`src/rtl/usec_tick_pkg.sv`:
```
package usec_tick_pkg;
  localparam int FIELD_W = 8;
  localparam int ADDR_W  = 8;
  localparam int DATA_W  = 32;

  localparam logic [ADDR_W-1:0] OFS_COUNT  = 8'h10;
  localparam logic [ADDR_W-1:0] OFS_RATIO  = 8'h14;
  localparam logic [ADDR_W-1:0] OFS_FREEZE = 8'h4c;

  typedef struct packed {
    logic [FIELD_W-1:0] steps_m1;
    logic [FIELD_W-1:0] span_m1;
  } ratio_cfg_t;
endpackage

```
`src/rtl/usec_ratio_regs.sv`:
```
module usec_ratio_regs
  import usec_tick_pkg::*;
#(
  parameter logic [2*FIELD_W-1:0] RATIO_RST = 16'h000b,
  parameter int CNT_W = 32
) (
  input  logic              clk,
  input  logic              rst_n,
  input  logic              wr_en,
  input  logic [ADDR_W-1:0] addr,
  input  logic [DATA_W-1:0] wdata,
  input  logic [CNT_W-1:0]  count,
  output ratio_cfg_t        ratio_q,
  output logic              freeze_q,
  output logic              ratio_wr,
  output logic [DATA_W-1:0] rdata
);
  localparam int CFG_W = 2 * FIELD_W;

  logic freeze_wr;

  assign ratio_wr  = wr_en && (addr == OFS_RATIO);
  assign freeze_wr = wr_en && (addr == OFS_FREEZE);

  always_ff @(posedge clk or negedge rst_n) begin
    if (!rst_n) begin
      ratio_q  <= ratio_cfg_t'(RATIO_RST);
      freeze_q <= 1'b0;
    end else begin
      if (ratio_wr)  ratio_q  <= ratio_cfg_t'(wdata[CFG_W-1:0]);
      if (freeze_wr) freeze_q <= wdata[0];
    end
  end

  always_comb begin
    rdata = '0;
    unique case (addr)
      OFS_COUNT:  rdata = DATA_W'(count);
      OFS_RATIO:  rdata = DATA_W'(ratio_q);
      OFS_FREEZE: rdata = DATA_W'(freeze_q);
      default:    rdata = '0;
    endcase
  end
endmodule

```
`src/rtl/usec_frac_accum.sv`:
```
module usec_frac_accum
  import usec_tick_pkg::*;
(
  input  logic       clk,
  input  logic       rst_n,
  input  logic       clear,
  input  ratio_cfg_t ratio,
  output logic       tick
);
  localparam int NUM_W = FIELD_W + 1;
  localparam int SUM_W = NUM_W + 1;

  logic [NUM_W-1:0] acc_q;
  logic [NUM_W-1:0] step;
  logic [NUM_W-1:0] span;
  logic [SUM_W-1:0] sum;
  logic             clamp;
  logic             reach;

  assign step  = NUM_W'(ratio.steps_m1) + NUM_W'(1);
  assign span  = NUM_W'(ratio.span_m1) + NUM_W'(1);
  assign sum   = SUM_W'(acc_q) + SUM_W'(step);
  assign clamp = step >= span;
  assign reach = sum >= SUM_W'(span);
  assign tick  = clamp || reach;

  always_ff @(posedge clk or negedge rst_n) begin
    if (!rst_n)          acc_q <= '0;
    else if (clear)      acc_q <= '0;
    else if (clamp)      acc_q <= '0;
    else if (reach)      acc_q <= NUM_W'(sum - SUM_W'(span));
    else                 acc_q <= NUM_W'(sum);
  end
endmodule

```
`src/rtl/usec_up_counter.sv`:
```
module usec_up_counter #(
  parameter int CNT_W = 32
) (
  input  logic             clk,
  input  logic             rst_n,
  input  logic             inc,
  input  logic             hold,
  output logic [CNT_W-1:0] count
);
  always_ff @(posedge clk or negedge rst_n) begin
    if (!rst_n)           count <= '0;
    else if (inc && !hold) count <= count + CNT_W'(1);
  end
endmodule

```
`src/rtl/usec_tick_gen.sv`:
```
module usec_tick_gen
  import usec_tick_pkg::*;
#(
  parameter int CNT_W = 32,
  parameter logic [2*FIELD_W-1:0] RATIO_RST = 16'h000b
) (
  input  logic              clk,
  input  logic              rst_n,
  input  logic              reg_wr_en,
  input  logic [ADDR_W-1:0] reg_addr,
  input  logic [DATA_W-1:0] reg_wdata,
  output logic [DATA_W-1:0] reg_rdata,
  output logic              tick_o
);
  ratio_cfg_t       ratio_q;
  logic             freeze_q;
  logic             ratio_wr;
  logic [CNT_W-1:0] count_q;

  usec_ratio_regs #(.RATIO_RST(RATIO_RST), .CNT_W(CNT_W)) u_regs (
    .clk      (clk),
    .rst_n    (rst_n),
    .wr_en    (reg_wr_en),
    .addr     (reg_addr),
    .wdata    (reg_wdata),
    .count    (count_q),
    .ratio_q  (ratio_q),
    .freeze_q (freeze_q),
    .ratio_wr (ratio_wr),
    .rdata    (reg_rdata)
  );

  usec_frac_accum u_acc (
    .clk   (clk),
    .rst_n (rst_n),
    .clear (ratio_wr),
    .ratio (ratio_q),
    .tick  (tick_o)
  );

  usec_up_counter #(.CNT_W(CNT_W)) u_cnt (
    .clk   (clk),
    .rst_n (rst_n),
    .inc   (tick_o),
    .hold  (freeze_q),
    .count (count_q)
  );
endmodule

```
`config.mk`:
```
export PLATFORM = sky130hd
export DESIGN_NAME = usec_tick_gen
export DESIGN_NICKNAME = d
export VERILOG_FILES = /design/src/rtl/usec_tick_pkg.sv /design/src/rtl/usec_ratio_regs.sv /design/src/rtl/usec_frac_accum.sv /design/src/rtl/usec_up_counter.sv /design/src/rtl/usec_tick_gen.sv
export SDC_FILE = /design/constraint.sdc
export NUM_CORES = 1
export LEC_CHECK = 0
export BUFFER_PORTS_ARGS = -buffer_cell sky130_fd_sc_hd__buf_2
export CORE_MARGIN = 10
export CORE_UTILIZATION = 55
export DETAILED_ROUTE_END_ITERATION = 7
export HOLD_SLACK_MARGIN = 0.08
export PLACE_DENSITY = 0.89
export SLEW_MARGIN = 20
export SYNTH_ARGS = -nofsm -noshare
export SYNTH_HDL_FRONTEND = slang
export SYNTH_SLANG_ARGS = --single-unit
```
`constraint.sdc`:
```
create_clock -name clk -period 12.85 [get_ports clk]
set_input_delay 1.9275 -clock clk [delete_from_list [all_inputs] [get_ports clk]]
set_output_delay 1.9275 -clock clk [all_outputs]
set_load 0.01 [all_outputs]
```
Word-level counts from Yosys, hierarchy flattened. Cells that the tools add are included. W data, S select, Z words.

Bits in registers: 58. Word-level logic and storage cells: 24.

Add/sub/neg operators: 5. Magnitude comparators: 2. Equality and inequality tests: 3. Muxes and demuxes: 4. Reduce and logical (&&, ||, !) cells: 5.

Operator list (count): $pmux W32 S3 (1); $add A32 B1 Y32 const B (1); $mux W9 (3); $add A8 B1 Y9 const B (2); $eq A8 B5 Y1 const B (2); $add A9 B9 Y10 (1); $ge A10 B9 Y1 (1); $ge A9 B9 Y1 (1); $sub A9 B9 Y9 (1); $eq A8 B7 Y1 const B (1); $logic_and A1 B1 Y1 (3); $logic_not A1 Y1 (1); $logic_or A1 B1 Y1 (1).

Longest topological paths before layout. Gate-level depths: netlist (run 1).

Depth after elaboration: 6. Gate-level depth with buffers: 16.

Cells and area by module. Synthesis (run 1) repeated with hierarchy kept, for this count alone.

Cells, all modules: 384. Area total of the unflattened synthesis: 4045.1 um2.

By module, submodules not included: usec_frac_accum (instances 1, cells each 176, area an instance 1557.7 um2); usec_up_counter (instances 1, cells each 126, area an instance 1452.6 um2); usec_ratio_regs (instances 1, cells each 82, area an instance 1034.7 um2).

Worst setup path after synthesis (run 1). OpenSTA, ideal clock, no wires.

Path type: input-to-output. From: input reg_addr[7]. To: output reg_rdata[16]. Data arrival time: 3.665 ns. Data required time: 10.922 ns. Path slack: 7.257 ns. Stages: 6. Path through: or4_1 > or4b_1 > buf_2 > nor2_2 > clkbuf_1 > and2_1.

Longest elaborated chain between the ends: 2. Elaborated cells between the ends (all ways): 4. Classes of those cells: eq/ne: 3; mux: 1.

RTL lines: start: declaration (RTL line usec_tick_gen.sv:10) `input logic [ADDR_W-1:0] reg_addr,`; $eq A8 B7 Y1 / $eq A8 B5 Y1 (equally long branches) (RTL line usec_ratio_regs.sv:37) `unique case (addr)`; $pmux W32 S3 * (RTL line usec_ratio_regs.sv:37); end: declaration (RTL line usec_tick_gen.sv:12) `output logic [DATA_W-1:0] reg_rdata,`.

Every way passes the cells marked *; elsewhere a longest branch is shown, timed or not.

Worst setup path after layout (run 1).
From: register, netlist name u_regs.ratio_q[8]. To: output tick_o.

Longest elaborated chain between the ends: 4. Elaborated cells between the ends (all ways): 5. Classes of those cells: add/sub: 2; order compare: 2; reduce/logical: 1.

RTL lines: $add A8 B1 Y9 * (RTL line usec_frac_accum.sv:20) `assign step = NUM_W'(ratio.steps_m1) + NUM_W'(1);`; $add A9 B9 Y10 (RTL line usec_frac_accum.sv:22) `assign sum = SUM_W'(acc_q) + SUM_W'(step);`; $ge A10 B9 Y1 (RTL line usec_frac_accum.sv:24) `assign reach = sum >= SUM_W'(span);`; $logic_or A1 B1 Y1 * (RTL line usec_frac_accum.sv:25) `assign tick = clamp || reach;`; end: declaration (RTL line usec_tick_gen.sv:13) `output logic tick_o`.

Marked as above.

==> results of run 1 <==
[state kept, by name (all words and copies together) (netlist names)]
register	cells
u_acc.acc_q	9
u_cnt.count	32
u_regs.freeze_q	1
u_regs.ratio_q	16
[routing by layer]
layer / vias up / share of wire / track usage
met2: 214 / 0.47 / 0.323
met1: 1916 / 0.41 / 0.262
met5: - / 0 / 0
li1: 1868 / - / -
met3: 26 / 0.10 / 0.0543
met4: 0 / 0.019 / 0.0697
[final cells by class]
type                       count  area (µm²)
fill                         622        2780
clock buffer                  11         141
tap                          102         128
sequential                    58        1460
timing repair buffer          64         333
inverter                      15        56.3
clock inverter                 5        77.6
multi-input combinational    386        2710
[logic make-up after synthesis]
kind of cell | after synthesis | synth area share
AND/OR/NAND/NOR | 192 | 0.225
AO/OA/AOI/OAI | 92 | 0.154
flip-flops | 58 | 0.337
XOR/XNOR | 51 | 0.103
buffers and inverters | 41 | 0.0402
adder cells (fa/ha/maj) | 33 | 0.0990
multiplexers | 18 | 0.0422
[final timing paths]
path | start | to | slack [ns] | cells past startpoint
min reg2reg | u_cnt.count[31]$_DFFE_PN0P_ | u_cnt.count[31]$_DFFE_PN0P_ | 0.46 | 1
min | u_cnt.count[31]$_DFFE_PN0P_ | u_cnt.count[31]$_DFFE_PN0P_ | 0.46 | 1
min in group asynchronous | rst_n | u_cnt.count[17]$_DFFE_PN0P_ | 1.72 | 2
max in group asynchronous | rst_n | u_cnt.count[23]$_DFFE_PN0P_ | 10.63 | 2
max | u_regs.ratio_q[8]$_DFFE_PN0P_ | tick_o | 6.37 | 15
max reg2reg | u_regs.ratio_q[8]$_DFFE_PN0P_ | u_cnt.count[1]$_DFFE_PN0P_ | 8.26 | 15
[placed cells by master, fill, tap and decap left out, types with 8 or more instances in the layout]
cell      instances
clkbuf_8         10
a311oi_1         32
nor3_1            8
nand4_1          15
ha_1             31
nand2_1          64
buf_2            59
and3_1            9
o21ai_0          14
xnor2_1          11
a21oi_1          19
mux2i_1          16
and2_1           19
dfrtp_1          55
inv_1            15
nand3_1          31
nor2_1           21
xor2_1           40
[power by group]
group,switching [W],total (W),internal [W]
sequential,0.0000271,0.000236,0.000209
clock,0.0000764,0.000190,0.000114
combinational,0.000262,0.000423,0.000161
total,0.000366,0.000849,0.000484
[metrics by stage]
step	power (W)	setup slack (ns)
6_report	0.000849	6.37
4_1_cts	0.000839	6.42
2_1_floorplan	0.000540	7.26
3_5_place_dp	0.000645	6.65
5_1_grt	0.000903	5.96
3_3_place_gp	0.000624	6.73
[worst max-delay path, cell delays in order (launching register included)]
cell	delay, ns
dfrtp_1	0.48
ha_1	0.23
nand3_1	0.14
xnor2_1	0.41
ha_1	0.35
a21oi_1	0.20
o21ai_0	0.13
or3_1	0.34
and2_1	0.17
ha_1	0.34
a21oi_1	0.13
o21ai_0	0.24
a211oi_4	0.29
buf_4	0.40
nand3_1	0.17
buf_2	0.17
==> impl_metrics.toml, run 1 <==
[drt]
wl_mm = 11.7
firstDrtPassIters = 5
wire_per_inst_um = 18.2
dr.first_iter.drc_count = 361
vias = 4024
drcViolationCount = 0
vias_per_cell = 6.28
ant_nets = 0

[placed_design]
io_buffers = 59
gp_congestion = 0.902
dpl_cell_area_mm2 = 0.00468
dp.cells = 625
post-dp-hpwl_mm = 8.30

[yosys]
ys_seq_area_frac = 0.337
async_reset_ff_frac = 1.00
synthFlopType = "dfrtp_1"
synth_edf_count = 0
synth_area_per_cell_um2 = 8.92
yosysUniqueCellTypes = 52
syn_nets = 561
post-synth-top-area-cell = "dfrtp_1"
netlist_instances = 485
yosysMostFrequentCell = "nand2_1"
syn-cell-area_mm2 = 0.00432
ys_top_cells_by_count = "nand2_1, dfrtp_1, xor2_1"
ys_ff_latch = 58
yosys_warnings = 0
yosys-top-cells-area = "dfrtp_1, ha_1, xor2_1"
synth_top_area_frac = 0.318

[clocking]
cts_resized = 0
clkSlewWorstSetupHoldPaths_ns = 0.07
cts_buffer_depth = 2
cts_tree = "done"
cts_max_level = 3
numCtsBuffers = 9
clk_latency_ns = 0.35
clock_sinks = 58
root_buffer = "clkbuf_8"
postCtsHoldBufs = 0
postCtsSetupBuffers = 0

[floorplanning]
die_w_um = 109
start_util = 0.562
die_y_um = 109
row_count = 32
io_pins = 76
core-area_mm2 = 0.00769
die_area_mm2 = 0.0118

[worst_setup_path]
crit_fanout = 37
crit_type = "reg -> out"
start_kind = "flop"
endpoint_kind = "primary output"
required_ns = 10.92
worstPathArrival_ns = 4.56

[sta]
fin_crit_sh = 0.504
worst_hold_slack_ns = 0.464
worst_pin_slew_ns = 0.978
setup_viol = 0
rsz0062_at_grt = "false"
relSlewSlack = 0.348
hold_viol = 0
drv_slew = 0
fin_skew_ns = 0.0114
fin_setup_tns_ns = 0
max_freq_ghz = 0.154
finalCriticalPeriod_ns = 6.48

[job]
max_cap_violations = 0

[grt]
grt_max_degree = 59
grt_pass1_vias = 3932
gr-total-overflow = 0
grt_usage = 0.203
grt_pass1_wl_mm = 19.7
antenna_found_initial = 0

[run_status]
status = "finished, final reports clean"

[finish]
fin_nets = 610
diodes = 0
drive_above_1_share = 0.173
stdcell_count = 641
finish.instance_area_mm2 = 0.00490
area_growth_pct = 13.4
fin_util = 0.638

[power]
vdd_drop_max_mv = 0.113
p_leak_nw = 2.44
power_density_mw_per_mm2 = 173

[worst_hold_path]
hold_class = "reg -> reg"
Note: power is estimated with default switching activity, not from simulation.
==> run 2, diff against run 1 <==
Settings changed: ABC_AREA set to 1, PLACE_DENSITY 0.89 to 0.88.
Clock period 12.85 ns to 6.42 ns, I/O delays scaled along.
==> run 2 against run 1 <==
Effect of this change: design area increased by 8.9%; critical path depth increased by 5; sequential share of layout area decreased by 2.4 points; first-iteration DRC count increased by 6.6%; hold slack improved by 0.044 ns; critical path type unchanged; highest routed layer unchanged.
==> impl_metrics.toml, run 2 <==
[run_status]
status = "finished, final reports clean"

[yosys]
netlist_instances = 691
post-synth-top-area-cell = "dfrtp_1"
synth_edf_count = 0
yosysMostFrequentCell = "nand2_1"
yosys-top-cells-area = "dfrtp_1, nand2_1, ha_1"
syn-cell-area_mm2 = 0.00477
yosys_warnings = 0
yosysUniqueCellTypes = 43
ys_ff_latch = 58
synthFlopType = "dfrtp_1"
ys_top_cells_by_count = "nand2_1, nor2_1, inv_1"
ys_seq_area_frac = 0.305
synth_top_area_frac = 0.288
synth_area_per_cell_um2 = 6.90
syn_nets = 767
async_reset_ff_frac = 1.00

[worst_hold_path]
hold_path_end = "u_cnt.count[31]$_DFFE_PN0P_"
min_from = "u_cnt.count[31]$_DFFE_PN0P_"
hold_class = "reg -> reg"
hold_depth = 2

[finish]
finish.instance_area_mm2 = 0.00534
fin_nets = 824
final_common_cell = "nand2_1"
top_register = "u_cnt.count"
layout_common_cells = "nand2_1, nor2_1, inv_1"
diodes = 0
area_growth_pct = 11.9
drive_above_1_share = 0.127
stdcell_count = 858
reg_top3 = "u_cnt.count (32), u_regs.ratio_q (16), u_acc.acc_q (9)"
largest_reg_flops = 32
fillers = 745

[sta]
fin_crit_sh = 0.808
drv_slew = 0
setup_viol = 0
relSlewSlack = 0.283
finalCriticalPeriod_ns = 5.18
max_freq_ghz = 0.193
postLayoutSetupSlackWorst_ns = 1.24
rsz0062_at_grt = "false"
fin_setup_tns_ns = 0
fin_skew_ns = 0.0100
hold_viol = 0
worst_pin_slew_ns = 1.07

[floorplanning]
row_count = 33
io_pins = 76
core-area_mm2 = 0.00834
die_w_um = 113
die_area_mm2 = 0.0128
die_y_um = 113
start_util = 0.572

[placed_design]
gp_congestion = 0.975
dp.cells = 842
post-dp-hpwl_mm = 10.0
io_buffers = 59
dpl_cell_area_mm2 = 0.00512
dp_slack_ns = 1.73

[clocking]
clock_sinks = 58
clkSlewWorstSetupHoldPaths_ns = 0.07
root_buffer = "clkbuf_8"
postCtsHoldBufs = 0
cts_tree = "done"
cts_buffer_depth = 2
clk_latency_ns = 0.36
cts_resized = 0
postCtsSetupBuffers = 0
cts_max_level = 3
numCtsBuffers = 9

[worst_setup_path]
cp.depth = 20
crit_path_top_delay_cell = "dfrtp_1"
start_kind = "flop"
r2r_start = "u_regs.ratio_q[8]$_DFFE_PN0P_"
worst_path_most_repeated_cell = "inv_1"
endpoint_kind = "primary output"
reg2reg_depth = 21
reg2reg_slack_ns = 1.99
crit_fanout = 33
cp_cell_sequence = "inv_1, nor3_1, nand3_1, xor2_1, inv_1, ha_1, inv_1, o21bai_1, a21oi_1, xor2_1, inv_1, ha_1, nand2_1, inv_1, a21oi_1, nand3_2, a21boi_2, nand3_2, buf_4, buf_2"
worstPathArrival_ns = 4.22
max_stage_delay_ns = 0.38
worst-path-buf-inv = 7
crit_type = "reg -> out"
r2r_end = "u_cnt.count[5]$_DFFE_PN0P_"
required_ns = 5.46
crit_family = "buffers and inverters"

[grt]
grt_max_degree = 59
grt_usage = 0.206
grt_pass1_vias = 4724
grt_pass1_wl_mm = 22.1
gr-total-overflow = 0
antenna_found_initial = 0

[drt]
vias = 4777
wl_mm = 13.3
dr.first_iter.drc_count = 385
ant_nets = 0
drcViolationCount = 0
vias_per_cell = 5.57
wire_per_inst_um = 15.5
firstDrtPassIters = 5

[power]
p_leak_nw = 2.82
power_density_mw_per_mm2 = 417
vdd_drop_max_mv = 0.295

[job]
max_cap_violations = 0
-- run 2: changes by cell type after synthesis, moves of 7 or more --
cell      previous run  this run
nand2_1             64       211
nor2_1              22        88
inv_1               15        77
nand3_1             31        64
a311oi_1            32         0
and2_1              19         0
clkbuf_1            17         1
mux2i_1             16         0
o21ai_1              0        14
a21oi_1             19         9
and3_1               9         0
nor3_1               8        15
-- run 2: cells by family after synthesis --
kind of cell	after synthesis	synth area share
fa+ha+maj	33	0.0897
xor+xnor	49	0.0900
buf+inv	93	0.0818
flops	58	0.305
compound gates	54	0.0677
simple gates	404	0.366
-- run 2: cell type report --
| type | count | area (µm²) | area share |
|---|---|---|---|
| Multi-Input combinational cell | 540 | 2930 | 0.548 |
| Clock buffer | 11 | 141 | 0.0265 |
| Clock inverter | 5 | 77.6 | 0.0145 |
| Timing Repair Buffer | 62 | 318 | 0.0595 |
| Inverter | 77 | 289 | 0.0541 |
| Tap cell | 105 | 131 | 0.0246 |
| Sequential cell | 58 | 1460 | 0.273 |
-- run 2: power breakdown --
group / switching (W) / internal (W) / leakage [nW] / total [W]
clock network: 0.000161 / 0.000228 / 0.109 / 0.000389
registers: 0.0000411 / 0.000426 / 0.721 / 0.000467
logic: 0.000904 / 0.000466 / 1.99 / 0.00137
total: 0.00111 / 0.00112 / 2.82 / 0.00223
-- run 2: stage by stage --
stage	total power [W]	util	hold WS, ns
2_1_floorplan	0.00155	-	0.463
3_3_place_gp	0.00175	0.614	0.477
3_5_place_dp	0.00180	0.614	0.492
4_1_cts	0.00220	0.640	0.507
5_1_grt	0.00240	0.640	0.527
6_report	0.00223	0.640	0.508
-- run 2: metal layers --
| layer | part of all wire | wire [µm] | global-route usage |
|---|---|---|---|
| met4 | 0.017 | 223 | 0.0719 |
| met2 | 0.45 | 5960 | 0.322 |
| met3 | 0.080 | 1070 | 0.0454 |
| met1 | 0.45 | 6030 | 0.275 |
| met5 | 0 | 0 | 0 |
-- run 2: tightest hold or removal path, stage by stage (launching register included) --
cell	delay, ns
dfrtp_1	0.37
nand2_1	0.06
nand2_1	0.05
-- run 2: how the worst max path moves through the flow --
stage                         to                           from
after floorplan           tick_o  u_regs.ratio_q[8]$_DFFE_PN0P_
after global routing      tick_o  u_regs.ratio_q[8]$_DFFE_PN0P_
final                     tick_o  u_regs.ratio_q[8]$_DFFE_PN0P_
after detailed placement  tick_o  u_regs.ratio_q[8]$_DFFE_PN0P_
after global placement    tick_o  u_regs.ratio_q[8]$_DFFE_PN0P_
after CTS                 tick_o  u_regs.ratio_q[8]$_DFFE_PN0P_
